File: src/rtl/trace_pkg.sv
package trace_pkg;
  typedef enum logic {
    BRK_HALT = 1'b0,
    BRK_IRQ  = 1'b1
  } brk_kind_e;
endpackage

File: src/rtl/brk_ctl.sv
module brk_ctl #(
  parameter int SYNC_STAGES = 2
) (
  input  logic clk,
  input  logic rst,
  input  logic brk_i,
  input  logic dis_i,
  input  logic ack_i,
  input  logic resume_i,
  output logic halt_req_o,
  output logic irq_req_o,
  output logic halted_o
);
  import trace_pkg::*;

  logic [SYNC_STAGES:0] sh_q;
  logic                 pend_q;
  brk_kind_e            kind_q;
  logic                 halted_q;
  logic                 rise;
  logic                 take_ack;

  assign rise     = sh_q[SYNC_STAGES-1] & ~sh_q[SYNC_STAGES];
  assign take_ack = pend_q & ack_i;

  always_ff @(posedge clk) begin
    if (rst) begin
      sh_q     <= '0;
      pend_q   <= 1'b0;
      kind_q   <= BRK_HALT;
      halted_q <= 1'b0;
    end else begin
      sh_q <= {sh_q[SYNC_STAGES-1:0], brk_i};
      if (resume_i) halted_q <= 1'b0;
      if (take_ack) begin
        pend_q <= 1'b0;
        if (kind_q == BRK_HALT) halted_q <= 1'b1;
      end else if (rise && !pend_q) begin
        pend_q <= 1'b1;
        kind_q <= dis_i ? BRK_IRQ : BRK_HALT;
      end
    end
  end

  assign halt_req_o = pend_q && (kind_q == BRK_HALT);
  assign irq_req_o  = pend_q && (kind_q == BRK_IRQ);
  assign halted_o   = halted_q;

  // requests are exclusive
  p_req_excl_r6: assert property (@(posedge clk) disable iff (rst)
    $onehot0({halt_req_o, irq_req_o}));
  // request held until acknowledged
  p_req_hold_r6: assert property (@(posedge clk) disable iff (rst)
    ((halt_req_o || irq_req_o) && !ack_i) |=> (halt_req_o || irq_req_o));
  // acknowledge drops the request
  p_ack_clear_r6: assert property (@(posedge clk) disable iff (rst)
    ((halt_req_o || irq_req_o) && ack_i) |=> !(halt_req_o || irq_req_o));
  // acknowledged halt enters halted state
  p_halt_enter_r5: assert property (@(posedge clk) disable iff (rst)
    (halt_req_o && ack_i) |=> halted_o);
endmodule

File: src/rtl/trace_seq.sv
module trace_seq #(
  parameter int NIB_W = 4
) (
  input  logic               clk,
  input  logic               rst,
  input  logic               quiet_i,
  input  logic [NIB_W-1:0]   stat_i,
  input  logic [NIB_W-1:0]   capt_i,
  input  logic               halted_i,
  output logic [2*NIB_W-1:0] trc_data_o,
  output logic               trc_clk_o
);
  localparam int OUT_W = 2 * NIB_W;

  logic             started_q;
  logic             slot_q;
  logic             clk_q;
  logic [OUT_W-1:0] data_q;
  logic             start_now;

  assign start_now = started_q | (stat_i != '0);

  always_ff @(posedge clk) begin
    if (rst) begin
      started_q <= 1'b0;
      slot_q    <= 1'b0;
      clk_q     <= 1'b0;
      data_q    <= '0;
    end else begin
      started_q <= start_now;
      if (quiet_i) begin
        slot_q <= 1'b0;
      end else if (!slot_q && start_now) begin
        data_q <= halted_i ? {OUT_W{1'b1}} : {capt_i, stat_i};
        clk_q  <= 1'b0;
        slot_q <= 1'b1;
      end else if (slot_q) begin
        clk_q  <= 1'b1;
        slot_q <= 1'b0;
      end
    end
  end

  assign trc_data_o = data_q;
  assign trc_clk_o  = clk_q;

  // clock idle before start
  p_idle_before_start_r3: assert property (@(posedge clk) disable iff (rst)
    !started_q |-> !clk_q);
  // quiet freezes outputs
  p_quiet_hold_r4: assert property (@(posedge clk) disable iff (rst)
    quiet_i |=> ($stable(data_q) && $stable(clk_q)));
  // data only changes with clock low
  p_data_on_low_r1: assert property (@(posedge clk) disable iff (rst)
    !$stable(data_q) |-> !clk_q);
  // clock rises in mid-window, data steady
  p_rise_mid_r2: assert property (@(posedge clk) disable iff (rst)
    $rose(clk_q) |-> $stable(data_q));
  // halted loads all ones
  p_halt_code_r5: assert property (@(posedge clk) disable iff (rst)
    (!$stable(data_q) && $past(halted_i)) |-> (data_q == {OUT_W{1'b1}}));
endmodule

File: src/rtl/trace_port.sv
module trace_port #(
  parameter int NIB_W       = 4,
  parameter int SYNC_STAGES = 2
) (
  input  logic               clk,
  input  logic               rst,
  input  logic [NIB_W-1:0]   stat_i,
  input  logic [NIB_W-1:0]   capt_i,
  input  logic               quiet_i,
  input  logic               brk_i,
  input  logic               brk_dis_i,
  input  logic               ack_i,
  input  logic               resume_i,
  output logic [2*NIB_W-1:0] trc_data_o,
  output logic               trc_clk_o,
  output logic               halt_req_o,
  output logic               irq_req_o
);
  logic halted;

  brk_ctl #(.SYNC_STAGES(SYNC_STAGES)) u_brk (
    .clk        (clk),
    .rst        (rst),
    .brk_i      (brk_i),
    .dis_i      (brk_dis_i),
    .ack_i      (ack_i),
    .resume_i   (resume_i),
    .halt_req_o (halt_req_o),
    .irq_req_o  (irq_req_o),
    .halted_o   (halted)
  );

  trace_seq #(.NIB_W(NIB_W)) u_seq (
    .clk        (clk),
    .rst        (rst),
    .quiet_i    (quiet_i),
    .stat_i     (stat_i),
    .capt_i     (capt_i),
    .halted_i   (halted),
    .trc_data_o (trc_data_o),
    .trc_clk_o  (trc_clk_o)
  );

  // outputs cleared by reset
  p_reset_clear_r8: assert property (@(posedge clk)
    rst |=> (trc_data_o == '0 && !trc_clk_o && !halt_req_o && !irq_req_o));
endmodule

File: config.mk
export PLATFORM = sky130hd
export DESIGN_NAME = trace_port
export DESIGN_NICKNAME = d
export VERILOG_FILES = /design/src/rtl/trace_pkg.sv /design/src/rtl/brk_ctl.sv /design/src/rtl/trace_seq.sv /design/src/rtl/trace_port.sv
export SDC_FILE = /design/constraint.sdc
export NUM_CORES = 1
export LEC_CHECK = 0
export CAP_MARGIN = 20
export CORE_AREA = 2 2 48 50
export DETAILED_ROUTE_END_ITERATION = 8
export DIE_AREA = 0 0 50 52
export GPL_TIMING_DRIVEN = 0
export PLACE_DENSITY = 0.71
export SYNTH_ARGS = -nofsm -noshare
export SYNTH_HDL_FRONTEND = slang
export SYNTH_SLANG_ARGS = --single-unit
File: constraint.sdc
create_clock -name clk -period 1.3 [get_ports clk]
set_clock_uncertainty 0.1 [all_clocks]
set_input_delay 0.13 -clock clk [delete_from_list [all_inputs] [get_ports clk]]
set_output_delay 0.13 -clock clk [all_outputs]
set_load 0.05 [all_outputs]
==> After elaboration in Yosys (flattened, before gate mapping) <==
Cells that the tools add are included.
{ "totals": {"regBits": 17, "inputBits": 15, "out_inout_bits": 11, "word_cells": 36} }
{ "op_classes": {"n_mux": 8, "bitwise_logic": 7, "reduce_logical": 13} }
{ "ops": {"columns": ["operator", "count"], "rows": [
  ["$mux 8", 1],
  ["$mux 1", 7],
  ["$reduce_and 2->1", 3],
  ["$logic_and 1x1->1", 4],
  ["$not 1->1", 4],
  ["$reduce_bool 4->1", 1],
  ["$reduce_or 2->1", 2],
  ["$and 1x1->1", 2],
  ["$logic_not 1->1", 2],
  ["$reduce_bool 2->1", 1],
  ["$or 1x1->1", 1]
]} }

==> Longest topological paths before layout <==
Gate-level depths: netlist of run 1.
{ "depth": {"word_depth": 5, "ltp_mapped": 4, "mapped_depth_nobuf": 3} }

==> Cells and area by module <==
From an unflattened synthesis of run 1, not the netlist that was laid out.
{ "hier_totals": {"cells_unflattened": 71, "hier_area_um2": 706.9} }
{ "modules_own_cells": {"columns": ["module", "instances", "cells_each", "area_per_inst_um2", "seq_area_each_um2"], "rows": [
  ["trace_seq", 1, 51, 490.5, 220.2],
  ["brk_ctl", 1, 20, 216.5, 120.1]
]} }

==> Worst setup path after synthesis of run 1 <==
OpenSTA, ideal clock, no wires.
{ "synth_path": {"path_kind": "register -> register", "start": "reg u_brk.pend_q", "end": "reg u_brk.halted_q (netlist: u_brk.halted_o)", "setup_time_ps": 66, "arrival_time_ps": 1332, "path_slack_ps": -199, "path_stages_with_launch": 4, "n_path_buf": 0, "period_less_slack_ps": 1499, "path_cell_list": "dfxtp_1 -> nor2b_1 -> a21oi_1 -> nor2_1"} }
{ "synth_between": {"elab_chain_cells": 2} }
{ "synth_lines": {"columns": ["item", "line_no", "rtl"], "rows": [
  ["start, declared", "brk_ctl.sv:17", "logic pend_q;"],
  ["start signal, assigned", "brk_ctl.sv:29", "pend_q <= 1'b0;"],
  ["start signal, assigned", "brk_ctl.sv:36", "pend_q <= 1'b0;"],
  ["start signal, assigned", "brk_ctl.sv:39", "pend_q <= 1'b1;"],
  ["$and 1x1->1", "brk_ctl.sv:24", "assign take_ack = pend_q & ack_i;"],
  ["$mux 1", "brk_ctl.sv:35", "if (take_ack) begin"],
  ["end signal, assigned", "brk_ctl.sv:31", "halted_q <= 1'b0;"],
  ["end signal, assigned", "brk_ctl.sv:34", "if (resume_i) halted_q <= 1'b0;"],
  ["end signal, assigned", "brk_ctl.sv:37", "if (kind_q == BRK_HALT) halted_q <= 1'b1;"],
  ["end, declared", "brk_ctl.sv:19", "logic halted_q;"]
]} }
No other way between the ends.
A chain may end at the register's enable or synchronous reset.

==> Worst setup path after layout of run 1 <==
{ "layout_path": {"start": "reg u_brk.halted_q (netlist: u_brk.halted_o)", "end": "reg u_seq.data_q[0] (netlist: u_seq.trc_data_o[0])"} }
{ "layout_between": {"elab_chain_cells": 1} }
{ "layout_lines": {"columns": ["item", "line_no", "rtl"], "rows": [
  ["$mux 8", "trace_seq.sv:34", "data_q <= halted_i ? {OUT_W{1'b1}} : {capt_i, stat_i};"],
  ["end signal, assigned", "trace_seq.sv:34", null],
  ["end, declared", "trace_seq.sv:18", "logic [OUT_W-1:0] data_q;"]
]} }
No other way between the ends.

==> impl_metrics.tcl, run 1 <==
set metrics [dict create \
    remaining_drc_errors 0 \
    antennaDiodeCount 0 \
    fin_ws_ns -0.0149 \
    row_count 17 \
    avgSynthCellArea_um2 10.1 \
    finalSetupTns_ns -0.0294 \
    slowest_stage "or4_4" \
    yosysTopAreaCell "dfxtp_1" \
    cts.reportedPaths.clkPinSlew_ns 0.09 \
    cts-root-buf "clkbuf_4" \
    crit_family "simple AND/OR/NAND/NOR gates" \
    arrival_ns 1.38 \
    synth_mux_area_frac 0.0257 \
    synth-compound-area-share 0.230 \
    synth-simple-area-share 0.199 \
    critical_path.startpoint "u_brk.halted_o" \
    io_buffers 23 \
    p_seq_frac 0.499 \
    layout.nets 123 \
    fin_cells 135 \
    drtIter0Drc 14 \
    cts.sinks 17 \
    synthTopCellsByArea "dfxtp_1 44%, a211oi_2 13%, or4_1 5.8%" \
    area_growth_pct 50.6 \
    crit_required_ns 1.36 \
    hp-class "in -> reg" \
    start_util 0.370 \
    fin_crit_sh 1.01 \
    p_leak_nw 0.464 \
    p_per_area_nw_per_um2 978 \
    critPathBufInv 0 \
    crit_cells 3 \
    drive_gt1_frac 0.477 \
    fp.coreArea_um2 2110 \
    synth_top_cell_area_share 0.437 \
    dr.pass1.iters 3 \
    final_core_util 0.557 \
    regToRegSetupSlack_ns -0.01 \
    syn-num-nets 92 \
    rsz0062_at_grt "yes" \
    power.total_mw 1.15 \
    ios 26 \
    path_cells "or4_4 -> a21oi_2 -> a211oi_2" \
    placed_area_um2 1050 \
    fill_cells 192 \
    clockBufferDepth 2 \
    path_max_fanout 6 \
    cts_tree "yes" \
    wl_per_cell_um 12.7 \
    finalCriticalPeriod_ns 1.31 \
    synth_top_family_by_area "compound AO/OA/AOI/OAI gates" \
    grt_pass1_vias 647 \
    synth_xor_area_frac 0 \
    r2r_start "u_brk.halted_o" \
    fin_area_um2 1170 \
    switching_power_uw 347 \
    synth-seq-area-share 0.437 \
    gr-total-overflow 0 \
    wirelength_um 1710 \
    tightest_slew_ns 0.400 \
    cts.htree.levels 1 \
    worstSetupEndpointType "flip-flop" \
    finalSetupViolCount 3 \
    min_to "u_brk.sh_q[2]" \
    maxSlewViolCount 0 \
    status "finished, violations left" \
    ant_nets 0 \
    drt-vias-per-instance 4.90 \
    final_common_cell "dfxtp_1" \
    min_from "rst" \
    ys_ff_latch 17 \
    die_x_um 50 \
    grt_usage 0.130 \
    dp_hpwl_um 1100 \
    hold_buffers 0 \
    p_clk_frac 0.238 \
    combPwrFrac 0.263 \
    r2r_cells 3 \
    dieArea_um2 2600 \
    path_class "reg -> reg" \
    max-vdd-ir-drop_v 0.000598 \
    placedCellCount 128 \
    insertion_delay_ns 0.28 \
    globalplace.congestion 0.741 \
    synth_cells 77 \
    syn_area_um2 779 \
    slowest_delay_ns 0.54 \
    synth_warnings 0 \
    grt_max_degree 11 \
    grt_antenna_before_repair 0 \
    whs_path_depth 2 \
    die_h_um 52 \
    cp-start-kind "flip-flop" \
    timing.rr.end "u_seq.trc_data_o[0]" \
    routed-via-count 662 \
    p_int_uw 801 \
    maxCapViolCount 0 \
    cts_buffers 3 \
    violations "setup timing" \
    layout_common_cells "14 x dfxtp_1, 9 x inv_1, 8 x a211oi_2, 8 x clkdlybuf4s50_1, 8 x clkdlybuf4s15_2" \
    max_slew_margin 0.733 \
    synth.distinct_cells 20 \
    max_freq_mhz 761 \
    grt_pass1_wl_um 2640 \
    synthAdderAreaFrac 0 \
    hold_viol 0 \
    switching_share 0.302 \
]
## registers in the layout (all words and copies together), names as in the netlist
| name | count |
|---|---|
| u_brk.pend_q | 1 |
| u_brk.kind_q | 1 |
| u_seq.trc_clk_o | 1 |
| u_seq.trc_data_o | 8 |
| u_seq.started_q | 1 |
| u_brk.halted_o | 1 |
| u_seq.slot_q | 1 |
| u_brk.sh_q | 3 |
## final cells by class
cell class | instances | area [um2] | area share
multi-input cells | 44 | 418 | 0.356
flip-flops and latches | 17 | 349 | 0.297
repair buffers | 27 | 269 | 0.229
plain buffers | 5 | 36.3 | 0.0309
clock buffers | 4 | 26.3 | 0.0224
well taps | 28 | 35.0 | 0.0299
inverters | 10 | 40.0 | 0.0341
## cell families after synthesis
kind of cell           after synthesis
DFF                                 17
AOI/OAI and AO/OA                   20
buffers and inverters               16
muxes                                2
and+or+nand+nor                     22
## cells in the mapped netlist
cell type / n
a211o_1: 1
a211oi_2: 8
a21oi_1: 7
a21oi_2: 4
and2_1: 1
buf_2: 2
buf_6: 3
clkbuf_1: 1
dfxtp_1: 17
inv_1: 9
inv_2: 1
mux2i_1: 2
nand3_1: 1
nor2_1: 5
nor2b_1: 5
nor3b_1: 1
nor4_4: 1
nor4b_1: 1
or4_1: 6
or4_4: 1
## routing by layer
metal	vias to the layer above	routed length (um)	track usage
li1	330	-	-
met5	-	0	0
met1	311	708	0.152
met3	0	99	0.0374
met4	0	0	0.0278
met2	21	899	0.235
## power by group through the flow
stage / logic, mW / clock network [mW] / registers (mW)
after floorplan: 0.113 / 0 / 0.655
after global placement: 0.286 / 0 / 0.580
after CTS: 0.280 / 0.291 / 0.572
final: 0.302 / 0.273 / 0.573
after global routing: 0.323 / 0.310 / 0.578
after detailed placement: 0.289 / 0 / 0.582
## repair_timing
action	4_1_cts	5_1_grt
resized for setup	47	21
pin swaps	0	7
cloned	0	2
buffers inserted	0	2
hold endpoints to repair	0	0
setup endpoints to repair	19	10
## worst max path at each step
stage / endpoint / slack, ns
floorplan: u_seq.trc_data_o[4] / -0.004
global placement: u_seq.trc_data_o[0] / -0.28
detailed placement: u_seq.trc_data_o[3] / -0.29
CTS: u_seq.trc_data_o[1] / -0.03
global route: u_seq.trc_data_o[0] / -0.06
finish: u_seq.trc_data_o[0] / -0.01
## stage by stage
stage | hold WS [ns] | setup slack, ns
2_1_floorplan | 0.158 | -0.00354
3_3_place_gp | 0.324 | -0.283
3_5_place_dp | 0.335 | -0.288
4_1_cts | 0.109 | -0.0259
5_1_grt | 0.159 | -0.0560
6_report | 0.116 | -0.0149
Power figures use the tool's default switching activity.
==> run 2, diff against run 1 <==
Settings changed: CORE_AREA 2 2 48 50 to 3 3 49 51, DIE_AREA 0 0 50 52 to 0 0 52 54.
==> run 2 against run 1 <==
The flow still finishes with violations (setup timing). Worst setup slack lost 0.015 ns. Global-route usage grew 0.61 points. Cell area shrank 4.1%. Largest power group unchanged. Highest routed layer is now met4.
==> impl_metrics.tcl, run 2 (synthesis results as in run 1) <==
set metrics [dict create \
    layout.nets 121 \
    max-vdd-ir-drop_v 0.000635 \
    preCtsSetupSlack_ns -0.294 \
    grt_max_degree 12 \
    placedCellCount 127 \
    cts_buffers 3 \
    p_leak_nw 0.422 \
    violations "setup timing" \
    grt_pass1_wl_um 2750 \
    finalSetupTns_ns -0.0793 \
    die_h_um 54 \
    r2r_cells 3 \
    io_buffers 23 \
    maxSlewViolCount 0 \
    fill_cells 189 \
    rsz0062_at_grt "yes" \
    cts.reportedPaths.clkPinSlew_ns 0.11 \
    fin_cells 132 \
    dr.pass1.iters 4 \
    seqCellArea_um2 350 \
    hold_viol 0 \
    antennaDiodeCount 0 \
    cts-root-buf "clkbuf_4" \
    crit_required_ns 1.38 \
    worstSetupEndpointType "flip-flop" \
    hp-class "in -> reg" \
    fin_crit_sh 1.02 \
    routed-via-count 651 \
    holdWs_ns 0.101 \
    globalplace.congestion 0.745 \
    drive_gt1_frac 0.467 \
    max_slew_margin 0.727 \
    path_max_fanout 6 \
    cts.sinks 17 \
    tightest_slew_ns 0.409 \
    finalSetupViolCount 6 \
    final_core_util 0.568 \
    power.total_mw 1.16 \
    layout_common_cells "13 x dfxtp_1, 12 x clkdlybuf4s50_1, 9 x inv_1" \
    die_x_um 52 \
    row_count 16 \
    fp.coreArea_um2 1980 \
    cts.htree.levels 1 \
    path_class "reg -> reg" \
    placed_area_um2 1050 \
    drtIter0Drc 7 \
    status "finished, violations left" \
    drt-vias-per-instance 4.93 \
    whs_path_depth 2 \
    grt_usage 0.136 \
    fin_area_um2 1130 \
    arrival_ns 1.41 \
    grt_antenna_before_repair 0 \
    remaining_drc_errors 0 \
    fin_ws_ns -0.0303 \
    maxCapViolCount 0 \
    cp-start-kind "flip-flop" \
    regToRegSetupSlack_ns -0.03 \
    dieArea_um2 2810 \
    cts_tree "yes" \
    ant_nets 0 \
    ios 26 \
    start_util 0.393 \
    dp_hpwl_um 1150 \
    grt_pass1_vias 584 \
    final_common_cell "dfxtp_1" \
    gr-total-overflow 0 \
    hold_buffers 0 \
    max_freq_mhz 752 \
    multiInputGateArea_um2 399 \
    insertion_delay_ns 0.30 \
    area_growth_pct 44.5 \
    largest_reg_flops 8 \
    clockBufferDepth 2 \
    p_per_area_nw_per_um2 1030 \
    wl_per_cell_um 13.5 \
    wirelength_um 1790 \
    finalCriticalPeriod_ns 1.33 \
]
==> run 2: cell types whose count changed in the layout (fill, tap and decap cells not counted) <==
cell,delta
clkdlybuf4s15_2,-5
clkdlybuf4s50_1,+4
clkdlybuf4s18_2,+3
dlymetal6s2s_1,-3
clkbuf_1,-1
clkinvlp_4,+1
dfxtp_1,-1
dfxtp_2,+1
dlygate4sd2_1,-1
nor4b_1,+1
nor4b_4,-1
or4_1,+1
or4_4,-1
==> run 2: worst max-delay path, stage by stage, from the launching register on <==
cell and delay [ns]:
dfxtp_4 0.38, or4_4 0.55, a21oi_4 0.15, a211oi_2 0.04
==> run 2: layer usage <==
metal | up-vias | share of wire | track usage
met5 | - | 0 | 0
met4 | 0 | 0.010 | 0.0786
met3 | 4 | 0.061 | 0.0360
met2 | 22 | 0.51 | 0.236
met1 | 299 | 0.42 | 0.150
li1 | 326 | - | -
==> run 2: path summary, 6_finish.rpt <==
kind,from,end
worst max register to register,u_brk.halted_o,u_seq.trc_data_o[0]
worst max-delay path,u_brk.halted_o,u_seq.trc_data_o[0]
worst min-delay path,rst,u_brk.sh_q[2]
worst min register to register,u_brk.sh_q[0],u_brk.sh_q[1]
==> run 2: cell type report <==
| type | instances | share of cell area |
|---|---|---|
| plain buffers | 5 | 0.0322 |
| clock buffers | 3 | 0.0200 |
| clock inverters | 1 | 0.00667 |
| inverters | 10 | 0.0356 |
| multi-input cells | 44 | 0.354 |
| flip-flops and latches | 17 | 0.311 |
| well taps | 27 | 0.0300 |
| repair buffers | 25 | 0.210 |
==> run 2: where the power goes <==
part           total, mW  leakage (nW)  internal, mW  switching [mW]
Combinational      0.292         0.265         0.123           0.169
Sequential         0.572         0.143         0.551          0.0215
Clock              0.299        0.0139         0.117           0.182
==> run 2: repair_timing <==
action,CTS,global route
buffers inserted,0,1
endpoints found under the setup margin,18,17
pin swaps,1,4
gates resized for setup,46,25
gates cloned,0,1
endpoints found under the hold margin,0,0
==> run 3, diff against run 2 <==
Settings changed: CORE_AREA 3 3 49 51 to 3 3 45 47, DIE_AREA 0 0 52 54 to 0 0 48 50, PLACE_DENSITY 0.71 to 0.79.
Clock period 1.3 ns to 1.6 ns, I/O delays scaled along.
==> run 3 against run 2 <==
The run now ends clean. Global-route usage rose by 1.2 points. Final cell count fell by 8.3%. Via count fell by 4.8%. First-iteration DRC count fell by 86%.
==> impl_metrics.tcl, run 3 (synthesis results as in run 1) <==
set metrics [dict create \
    routed-via-count 620 \
    status "finished, final reports clean" \
    seqCellArea_um2 340 \
    cts_setup_buffers 0 \
    row_count 15 \
    dp_hpwl_um 1140 \
    final_common_cell "dfxtp_1" \
    fp.coreArea_um2 1690 \
    path_cells "and2_1 -> clkdlybuf4s15_1" \
    fill_cells 155 \
    p_per_area_nw_per_um2 865 \
    slowest_delay_ns 0.49 \
    tightest_slew_ns 0.489 \
    hp-class "in -> reg" \
    layout.nets 120 \
    drt-vias-per-instance 5.12 \
    grt_max_degree 11 \
    max-vdd-ir-drop_v 0.000453 \
    drtIter0Drc 1 \
    crit_family "buffers and inverters" \
    grt_antenna_before_repair 0 \
    layout_common_cells "17 x dfxtp_1, 12 x clkdlybuf4s50_1, 9 x inv_1, 9 x dlygate4sd2_1, 8 x a211oi_2" \
    fin_crit_sh 0.958 \
    ant_nets 0 \
    cts_buffers 3 \
    dr.pass1.iters 2 \
    die_x_um 48 \
    rsz0062_at_grt "no" \
    start_util 0.461 \
    worstSetupEndpointType "output port" \
    grt_pass1_wl_um 2580 \
    remaining_drc_errors 0 \
    arrival_ns 1.27 \
    cts_tree "yes" \
    p_leak_nw 0.430 \
    die_h_um 50 \
    multiInputGateArea_um2 354 \
    insertion_delay_ns 0.28 \
    drive_gt1_frac 0.240 \
    grt_usage 0.148 \
    wl_per_cell_um 12.8 \
    power.total_uw 907 \
    max_freq_mhz 653 \
    hold_buffers 0 \
    largest_reg_flops 8 \
    regToRegSetupSlack_ns 0.20 \
    finalSetupViolCount 0 \
    gr-total-overflow 0 \
    hold_viol 0 \
    preCtsSetupSlack_ns -0.0385 \
    path_class "reg -> out" \
    maxSlewViolCount 0 \
    finalCriticalPeriod_ns 1.53 \
    io_buffers 23 \
    cts.htree.levels 1 \
    cts.sinks 17 \
    ios 26 \
    grt_pass1_vias 606 \
    wirelength_um 1550 \
    area_growth_pct 34.5 \
    dieArea_um2 2400 \
    maxCapViolCount 0 \
    crit_required_ns 1.34 \
    path_max_fanout 4 \
    max_slew_margin 0.676 \
    slowest_stage "clkdlybuf4s15_1" \
    cts.reportedPaths.clkPinSlew_ns 0.10 \
    clockBufferDepth 2 \
    cp-start-kind "flip-flop" \
    fin_ws_ns 0.0676 \
    antennaDiodeCount 0 \
    cts-root-buf "clkbuf_4" \
    critPathBufInv 1 \
    globalplace.congestion 0.697 \
]
-- run 3: changes by cell type in the layout (fill, tap and decap cells not counted), sizes merged --
cell	before	now
clkdlybuf4s18	3	0
clkinv	0	1
clkinvlp	1	0
buf	11	5
dlygate4sd2	0	9
clkdlybuf4s15	3	2
-- run 3: repair_timing --
action / CTS / global route
cloned: 0 / 0
setup endpoints to repair: 11 / 1
gates resized for setup: 13 / 1
-- run 3: path summary, 6_finish.rpt --
kind,depth (start not counted),endpoint,startpoint
hold / removal,2,u_brk.sh_q[2],rst
setup / recovery,2,irq_req_o,u_brk.pend_q
hold reg to reg,1,u_brk.sh_q[1],u_brk.sh_q[0]
setup reg to reg,3,u_seq.trc_data_o[0],u_brk.halted_o
-- run 3: layout make-up --
cell class	instances	share of cell area
plain buffers	6	0.0453
clock buffers	3	0.0215
clock inverters	1	0.00477
inverters	10	0.0358
multi-input cells	44	0.338
flip-flops and latches	17	0.325
well taps	17	0.0203
repair buffers	23	0.210
-- run 3: routing by layer --
metal / track usage / up-vias / share of wire
met1: 0.186 / 277 / 0.44
met5: 0 / - / 0
met3: 0.0474 / 2 / 0.053
li1: - / 324 / -
met4: 0.0538 / 0 / 0.012
met2: 0.229 / 17 / 0.50
-- run 3: power breakdown --
group | switching (mW) | leakage (nW) | internal, mW
sequential | 0.0121 | 0.140 | 0.449
combinational | 0.133 | 0.272 | 0.0886
clock | 0.131 | 0.0177 | 0.0927
total | 0.277 | 0.430 | 0.630
-- run 3: per-stage QoR --
step	utilization	instances	setup TNS (ns)	hold WS (ns)	area, um2
5_1_grt	0.621	121	0	0.174	1050
3_5_place_dp	0.610	117	-0.163	0.332	1030
2_1_floorplan	-	77	0	0.188	779
4_1_cts	0.620	121	0	0.131	1050
6_report	0.621	121	0	0.134	1050
3_3_place_gp	0.610	117	-0.0118	0.316	1030
